## config.mk

```make
export PLATFORM = sky130hd
export DESIGN_NAME = ext_irq_edge_unit
export DESIGN_NICKNAME = d
export VERILOG_FILES = /design/src/rtl/irq_edge_pkg.sv /design/src/rtl/irq_edge_ctrl.sv /design/src/rtl/irq_edge_datapath.sv /design/src/rtl/ext_irq_edge_unit.sv
export SDC_FILE = /design/constraint.sdc
export NUM_CORES = 1
export LEC_CHECK = 0
export BUFFER_PORTS_ARGS = -buffer_cell sky130_fd_sc_hd__buf_2
export CAP_MARGIN = 10
export CELL_PAD_IN_SITES_DETAIL_PLACEMENT = 1
export CELL_PAD_IN_SITES_GLOBAL_PLACEMENT = 2
export CORE_ASPECT_RATIO = 0.9
export CORE_MARGIN = 1
export CORE_UTILIZATION = 32
export CTS_CLUSTER_SIZE = 28
export DETAILED_ROUTE_END_ITERATION = 6
export PLACE_DENSITY = 0.74
export SETUP_SLACK_MARGIN = 0.2
export SYNTH_ARGS = -nofsm -noshare
export SYNTH_HDL_FRONTEND = slang
export SYNTH_SLANG_ARGS = --single-unit
```

## constraint.sdc

```tcl
create_clock -name clk -period 1.5 [get_ports clk]
set_input_delay 0.225 -clock clk [delete_from_list [all_inputs] [get_ports clk]]
set_output_delay 0.225 -clock clk [all_outputs]
set_load 0.01 [all_outputs]
```

## src/rtl/irq_edge_pkg.sv

```systemverilog
package irq_edge_pkg;

  typedef enum logic [1:0] {
    EDGE_OFF  = 2'b00,
    EDGE_RISE = 2'b01,
    EDGE_FALL = 2'b10,
    EDGE_BOTH = 2'b11
  } edgeMode_e;

  // per-source detector enables handed from control to datapath
  typedef struct packed {
    logic riseEn;
    logic fallEn;
  } edgeStrobe_t;

  localparam int SRC_NMI  = 0;
  localparam int SRC_CRIT = 1;

endpackage

```

## src/rtl/irq_edge_ctrl.sv

```systemverilog
module irq_edge_ctrl
  import irq_edge_pkg::*;
#(
  parameter int NUM_SRC = 2,
  localparam int SEL_W = (NUM_SRC > 1) ? $clog2(NUM_SRC) : 1
) (
  input  logic                          clk,
  input  logic                          rstN,
  input  logic                          cfgWrEn,
  input  logic [SEL_W-1:0]              cfgSel,
  input  logic [1:0]                    cfgEdge,
  output edgeStrobe_t [NUM_SRC-1:0]     strobes,
  output logic [NUM_SRC-1:0]            lockVec,
  output logic [NUM_SRC-1:0][1:0]       cfgVec
);

  for (genvar g = 0; g < NUM_SRC; g++) begin : gSrc
    edgeMode_e modeQ;
    logic      lockQ;
    logic      wrHit;

    assign wrHit = cfgWrEn && (cfgSel == SEL_W'(g)) && !lockQ;

    always_ff @(posedge clk or negedge rstN) begin
      if (!rstN) begin
        modeQ <= EDGE_OFF;
        lockQ <= 1'b0;
      end else if (wrHit) begin
        modeQ <= edgeMode_e'(cfgEdge);
        if (cfgEdge != 2'b00) lockQ <= 1'b1;
      end
    end

    assign strobes[g].riseEn = (modeQ == EDGE_RISE) || (modeQ == EDGE_BOTH);
    assign strobes[g].fallEn = (modeQ == EDGE_FALL) || (modeQ == EDGE_BOTH);
    assign lockVec[g]        = lockQ;
    assign cfgVec[g]         = modeQ;
  end

endmodule

```

## src/rtl/irq_edge_datapath.sv

```systemverilog
module irq_edge_datapath
  import irq_edge_pkg::*;
#(
  parameter int                NUM_SRC     = 2,
  parameter int                SYNC_STAGES = 2,
  parameter logic [NUM_SRC-1:0] MASKABLE   = 2'b10
) (
  input  logic                      clk,
  input  logic                      rstN,
  input  logic [NUM_SRC-1:0]        pinVec,
  input  edgeStrobe_t [NUM_SRC-1:0] strobes,
  input  logic [NUM_SRC-1:0]        ackVec,
  input  logic [NUM_SRC-1:0]        maskVec,
  output logic [NUM_SRC-1:0]        pendVec,
  output logic [NUM_SRC-1:0]        reqVec
);

  for (genvar g = 0; g < NUM_SRC; g++) begin : gSrc
    logic [SYNC_STAGES-1:0] syncQ;
    logic                   prevQ;
    logic                   pendQ;
    logic                   syncOut;
    logic                   edgeHit;

    assign syncOut = syncQ[SYNC_STAGES-1];

    always_ff @(posedge clk or negedge rstN) begin
      if (!rstN) begin
        syncQ <= '0;
        prevQ <= 1'b0;
        pendQ <= 1'b0;
      end else begin
        syncQ <= {syncQ[SYNC_STAGES-2:0], pinVec[g]};
        prevQ <= syncOut;
        pendQ <= edgeHit | (pendQ & ~ackVec[g]);
      end
    end

    assign edgeHit = (strobes[g].riseEn &  syncOut & ~prevQ)
                   | (strobes[g].fallEn & ~syncOut &  prevQ);
    assign pendVec[g] = pendQ;

    if (MASKABLE[g]) begin : gMasked
      assign reqVec[g] = pendQ & ~maskVec[g];
    end else begin : gOpen
      logic unusedMask;
      assign unusedMask = maskVec[g];
      assign reqVec[g]  = pendQ;
    end
  end

endmodule

```

## src/rtl/ext_irq_edge_unit.sv

```systemverilog
module ext_irq_edge_unit
  import irq_edge_pkg::*;
#(
  parameter int SYNC_STAGES = 2
) (
  input  logic       clk,
  input  logic       rstN,
  input  logic       pinNmi,
  input  logic       pinCrit,
  input  logic       cfgWrEn,
  input  logic       cfgSel,
  input  logic [1:0] cfgEdge,
  input  logic       critMask,
  input  logic       nmiAck,
  input  logic       critAck,
  output logic       nmiReq,
  output logic       critReq
);

  localparam int NUM_SRC = 2;

  edgeStrobe_t [NUM_SRC-1:0] strobes;
  logic [NUM_SRC-1:0]        lockVec;
  logic [NUM_SRC-1:0][1:0]   cfgVec;
  logic [NUM_SRC-1:0]        pendVec;
  logic [NUM_SRC-1:0]        reqVec;
  logic [NUM_SRC-1:0]        pinVec;
  logic [NUM_SRC-1:0]        ackVec;
  logic [NUM_SRC-1:0]        maskVec;

  assign pinVec[SRC_NMI]   = pinNmi;
  assign pinVec[SRC_CRIT]  = pinCrit;
  assign ackVec[SRC_NMI]   = nmiAck;
  assign ackVec[SRC_CRIT]  = critAck;
  assign maskVec[SRC_NMI]  = 1'b0;
  assign maskVec[SRC_CRIT] = critMask;

  irq_edge_ctrl #(.NUM_SRC(NUM_SRC)) i_ctrl (
    .clk     (clk),
    .rstN    (rstN),
    .cfgWrEn (cfgWrEn),
    .cfgSel  (cfgSel),
    .cfgEdge (cfgEdge),
    .strobes (strobes),
    .lockVec (lockVec),
    .cfgVec  (cfgVec)
  );

  irq_edge_datapath #(
    .NUM_SRC     (NUM_SRC),
    .SYNC_STAGES (SYNC_STAGES),
    .MASKABLE    (2'b10)
  ) i_dp (
    .clk     (clk),
    .rstN    (rstN),
    .pinVec  (pinVec),
    .strobes (strobes),
    .ackVec  (ackVec),
    .maskVec (maskVec),
    .pendVec (pendVec),
    .reqVec  (reqVec)
  );

  assign nmiReq  = reqVec[SRC_NMI];
  assign critReq = reqVec[SRC_CRIT];

endmodule

```

==> run metrics, run 1 <==
DRT Wirelength 888 um; Critical Path End i_ctrl.gSrc[0].modeQ[0]; post-synthesis register bit count 14; CP Cell Sequence nor3b_2, mux2_2; Placer Congestion 0.739; register-to-register setup slack 0.38 ns; Slew @ Worst Pin 0.305 ns; critical path required time 1.66 ns; Hold Path Class in2reg; critical path's largest stage delay 0.40 ns; row count 13; # setup viols final 0; worst r2r path cells 2; largest net degree at the start of global routing 15; Ports 13; # hold bufs at CTS 1; Die Y 39.6 um; first-pass GRT wire length 1.46 mm; routed length per placed instance 13.5 um; Final period util 0.747; area growth from synthesis to layout 24.9%; total CTS buffers 3; gr usage total 0.133; CP arrival 1.28 ns; GRT busiest layer met2; share of cells above drive strength 1 0.392; syn_area_per_cell 14.8 um^2; Peak supply drop 0.000463 V; Initial Utilization 0.344; Buffers on Ports 12; worst r2r src i_ctrl.gSrc[0].lockQ; dpl cell area 582 um^2; synth unique cells 12; die area 0.00173 mm^2; Design Area, Final 628 um^2; Fillers 161; via/cell ratio 4.91; failing checks design-rule violations; hold_ws 0.0535 ns; vias in the first global route 327; HPWL after DPL 685 um; Core ar. 0.00146 mm^2; ANT nets after route 0; initial antenna violation count 0; most frequent cells in the layout dfrtp_1, buf_2, nand2_1, nand3b_1, clkbuf_4; mapped cell area 503 um^2; max frequency 893 MHz; root buffer cell clkbuf_4; Ys Warns 0; slowest cell on the critical path dfrtp_1; post-route minimum period 1.12 ns; RR Endpoint i_ctrl.gSrc[0].modeQ[0]; fin. max-slew vios 0; Residual DRC 1; Critical Path End Type flop; setup TNS 0 ns; DR vias 324; Ant. Diodes 0; PwrDens 1270 mW/mm^2; synth top area cells dfrtp_1, mux2_1, mux2_2; Worst Setup Start Kind flop; commonest non-fill, non-tap cell in the layout dfrtp_1; final hold vios 0; Clk Latency, worst-skew pair 0.27 ns; Lkg Pwr 0.285 nW; Die Span X 43.8 um; setup repair bufs after CTS 0; GRT overflow 0; Max-Cap Viols 0; Yosys top cell area share 0.697; GR Util met2 0.220; Final nets 63; total power 0.795 mW; crit path kind reg2reg; global routing usage on met1 0.135; met3 Usage GRT 0.0599; CTS tree yes; worst-path fanout max 2; Worst Setup SP i_ctrl.gSrc[0].lockQ; RSZ-0062 raised after global routing no; status complete, but fails checks; Max clock buf depth 2; Worst Clk Skew 0.00441 ns; Starting DRT DRC Count 4; cells after synthesis 34; Resize count post-CTS 0; Post-Syn Nets 45; DRT Pass-1 Iters 5; Hold Crit Depth 1; clock sinks 14; Synth area leader dfrtp_1; H-Tree Depth 1; sequential area share after synthesis 0.697; CTS clk-pin slew, worst paths 0.08 ns; Slew headroom 0.796
sequential cells by signal (all words and copies together) (netlist names):
signal	cells
i_dp.gSrc.pendQ	2
i_ctrl.gSrc.modeQ	4
i_dp.gSrc.prevQ	2
i_dp.gSrc.syncQ	4
i_ctrl.gSrc.lockQ	2
how the worst min path moves through the flow:
stage	slack (ns)	endpoint	from
after floorplan	-0.07	i_ctrl.gSrc[0].lockQ	rstN
after global placement	0.12	i_dp.gSrc[1].syncQ[0]	rstN
after detailed placement	0.14	i_dp.gSrc[1].syncQ[1]	rstN
after CTS	0.04	i_dp.gSrc[0].syncQ[0]	pinNmi
after global routing	0.03	i_dp.gSrc[0].syncQ[0]	pinNmi
final	0.05	i_dp.gSrc[0].syncQ[0]	pinNmi
layout make-up:
class | instances | area, um^2 | area share
Multi-Input combinational cell | 20 | 153 | 0.243
Clock buffer | 4 | 36.3 | 0.0578
Sequential cell | 14 | 350 | 0.558
Tap cell | 15 | 18.8 | 0.0299
Timing Repair Buffer | 13 | 70.1 | 0.112
report_power, final:
group          internal, mW  total (mW)  switching, mW  leakage [nW]
Sequential            0.424       0.446         0.0223         0.162
Combinational        0.0484      0.0878         0.0394         0.102
Clock                 0.147       0.262          0.114        0.0210
stage by stage:
stage	utilization	worst slack [ns]	instances
2_1_floorplan	-	0.486	34
3_3_place_gp	0.397	0.462	61
3_5_place_dp	0.397	0.373	61
4_1_cts	0.429	0.357	66
5_1_grt	0.429	0.323	66
6_report	0.429	0.380	66
worst max-delay path: cells and delay by family, from the launching register on:
family | cells | cell delay, ns
flops | 1 | 0.40
mux | 1 | 0.37
simple gates | 1 | 0.24
logic make-up after synthesis:
logic type | after synthesis | share of synthesized area
flip-flops | 14 | 0.697
AO/OA/AOI/OAI | 4 | 0.0597
multiplexers | 4 | 0.0895
AND/OR/NAND/NOR | 12 | 0.154
cell usage after synthesis:
| library cell | instances |
|---|---|
| mux2_1 | 2 |
| o21bai_1 | 2 |
| nor2b_1 | 1 |
| nor3b_2 | 1 |
| or2b_2 | 1 |
| o211ai_1 | 2 |
| nand2b_1 | 2 |
| mux2_2 | 2 |
| nand2_1 | 3 |
| nor2_1 | 1 |
| nand3b_1 | 3 |
| dfrtp_1 | 14 |
metal layers:
metal	vias to the layer above	part of all wire
li1	153	-
met1	159	0.38
met2	10	0.54
met3	2	0.069
met4	0	0.0090
met5	-	0
Note: power is estimated with default switching activity, not from simulation.
==> run 2: changes to the inputs <==
==> constraint.sdc (replaced) <==
create_clock -name clk -period 1.1 [get_ports clk]
set_input_delay 0.165 -clock clk [delete_from_list [all_inputs] [get_ports clk]]
set_output_delay 0.165 -clock clk [all_outputs]
set_load 0.01 [all_outputs]
==> run metrics, run 2 (synthesis gave the netlist of run 1 again) <==
Die Y 39.6 um (unchanged); Ports 13 (unchanged); initial antenna violation count 0 (unchanged); post-route minimum period 1.09 ns (-0.0343 ns); failing checks design-rule violations; root buffer cell clkbuf_4; critical path's largest stage delay 0.40 ns (about the same); CTS tree yes; CP arrival 1.26 ns (-0.02 ns); most frequent cells in the layout dfrtp_1, buf_2; CP bufs+invs 0 (unchanged); total power 1.18 mW (+49%); max frequency 921 MHz (+3.2%); Core ar. 0.00146 mm^2 (unchanged); Die Span X 43.8 um (unchanged); DRT Wirelength 951 um (+7.1%); row count 13 (unchanged); fin worst setup slack 0.0145 ns (-0.366 ns); Max-Cap Viols 0 (unchanged); dpl ws 0.0194 ns (-0.353 ns); Final nets 69 (+9.5%); Placer Congestion 0.752 (+1.8%); ANT nets after route 0 (unchanged); Layout Cells excl Fill 72 (+9.1%); via/cell ratio 4.83 (-1.5%); Placed Instances 61 (unchanged); largest net degree at the start of global routing 15 (unchanged); CP delay by family, top flip-flops; vias in the first global route 368 (+13%); Slew @ Worst Pin 0.312 ns (+0.00655 ns); Max clock buf depth 2 (unchanged); RSZ-0062 raised after global routing yes; Final period util 0.987 (+0.240); fin. max-slew vios 0 (unchanged); Critical Path End Type flop; die area 0.00173 mm^2 (unchanged); crit path kind reg2reg; worst-path fanout max 2 (unchanged); Residual DRC 1 (unchanged); GRT overflow 0 (unchanged); CTS clk-pin slew, worst paths 0.09 ns (about the same); Worst Setup Start Kind flop; routed length per placed instance 13.2 um (-1.8%); total CTS buffers 3 (unchanged); status complete, but fails checks; Ant. Diodes 0 (unchanged); DR vias 348 (+7.4%); Lkg Pwr 0.331 nW (+16%); Hold Path Class in2reg; Starting DRT DRC Count 3 (-1); setup TNS 0 ns (unchanged); DRT Pass-1 Iters 5 (unchanged); share of cells above drive strength 1 0.474 (+0.0815); Worst Clk Skew 0.00961 ns (+0.00520 ns); CP Cell Sequence nor3b_2, mux2_2; Slew headroom 0.792 (-0.00437); gr usage total 0.140 (+0.00716); critical path required time 1.27 ns (-0.39 ns); clock sinks 14 (unchanged); commonest non-fill, non-tap cell in the layout dfrtp_1; # setup viols final 0 (unchanged); first-pass GRT wire length 1.59 mm (+8.5%); PwrDens 1690 mW/mm^2 (+33%); final hold vios 0 (unchanged); area growth from synthesis to layout 39.3%; Clk Latency, worst-skew pair 0.28 ns (about the same); HPWL after DPL 644 um (-6.1%); H-Tree Depth 1 (unchanged); slowest cell on the critical path dfrtp_1; Initial Utilization 0.344 (unchanged); Buffers on Ports 12 (unchanged); Peak supply drop 0.000663 V (+43%); Largest regs i_ctrl.gSrc.modeQ: 4 flops, i_dp.gSrc.syncQ: 4 flops
run 2: final cells by class:
cell class | count | area (um^2)
clock buffer | 4 | 36.3
fill | 159 | 763
multi-input combinational | 20 | 168
sequential | 14 | 350
tap | 15 | 18.8
timing repair buffer | 19 | 128
run 2: final timing paths:
path | start | endpoint | slack [ns] | depth (start not counted)
worst min-delay path | cfgEdge[0] | i_ctrl.gSrc[0].modeQ[0] | 0.15 | 2
max in group asynchronous | rstN | i_ctrl.gSrc[1].modeQ[1] | 0.56 | 2
min in group asynchronous | rstN | i_dp.gSrc[1].prevQ | 0.29 | 2
worst min register to register | i_dp.gSrc[1].syncQ[0] | i_dp.gSrc[1].syncQ[1] | 0.35 | 0
worst max register to register | i_ctrl.gSrc[0].lockQ | i_ctrl.gSrc[0].modeQ[1] | 0.01 | 2
worst max-delay path | i_ctrl.gSrc[0].lockQ | i_ctrl.gSrc[0].modeQ[1] | 0.01 | 2
run 2: stage by stage:
stage	cell area, um^2	utilization	hold slack, ns
floorplan	503	-	-0.131
global placement	582	0.397	0.0630
detailed placement	582	0.397	0.0774
CTS	667	0.456	0.124
global route	701	0.479	0.154
finish	701	0.479	0.150
run 2: where the power goes:
part	total [mW]	internal [mW]	switching, mW
registers	0.609	0.578	0.0314
logic	0.209	0.137	0.0718
clock network	0.364	0.201	0.162
run 2: metal layers:
metal | global-route usage | share of wire | up-vias
met5 | 0 | 0 | -
met4 | 0.117 | 0.0084 | 0
met1 | 0.140 | 0.40 | 173
met3 | 0.0276 | 0.047 | 2
met2 | 0.254 | 0.54 | 9
li1 | - | - | 164
run 2: repair_timing:
action                     4_1_cts  5_1_grt
gates resized for setup          1        4
setup endpoints to repair        6        6
buffers inserted                 2        2
hold buffers                     3        0
hold endpoints to repair        16        0
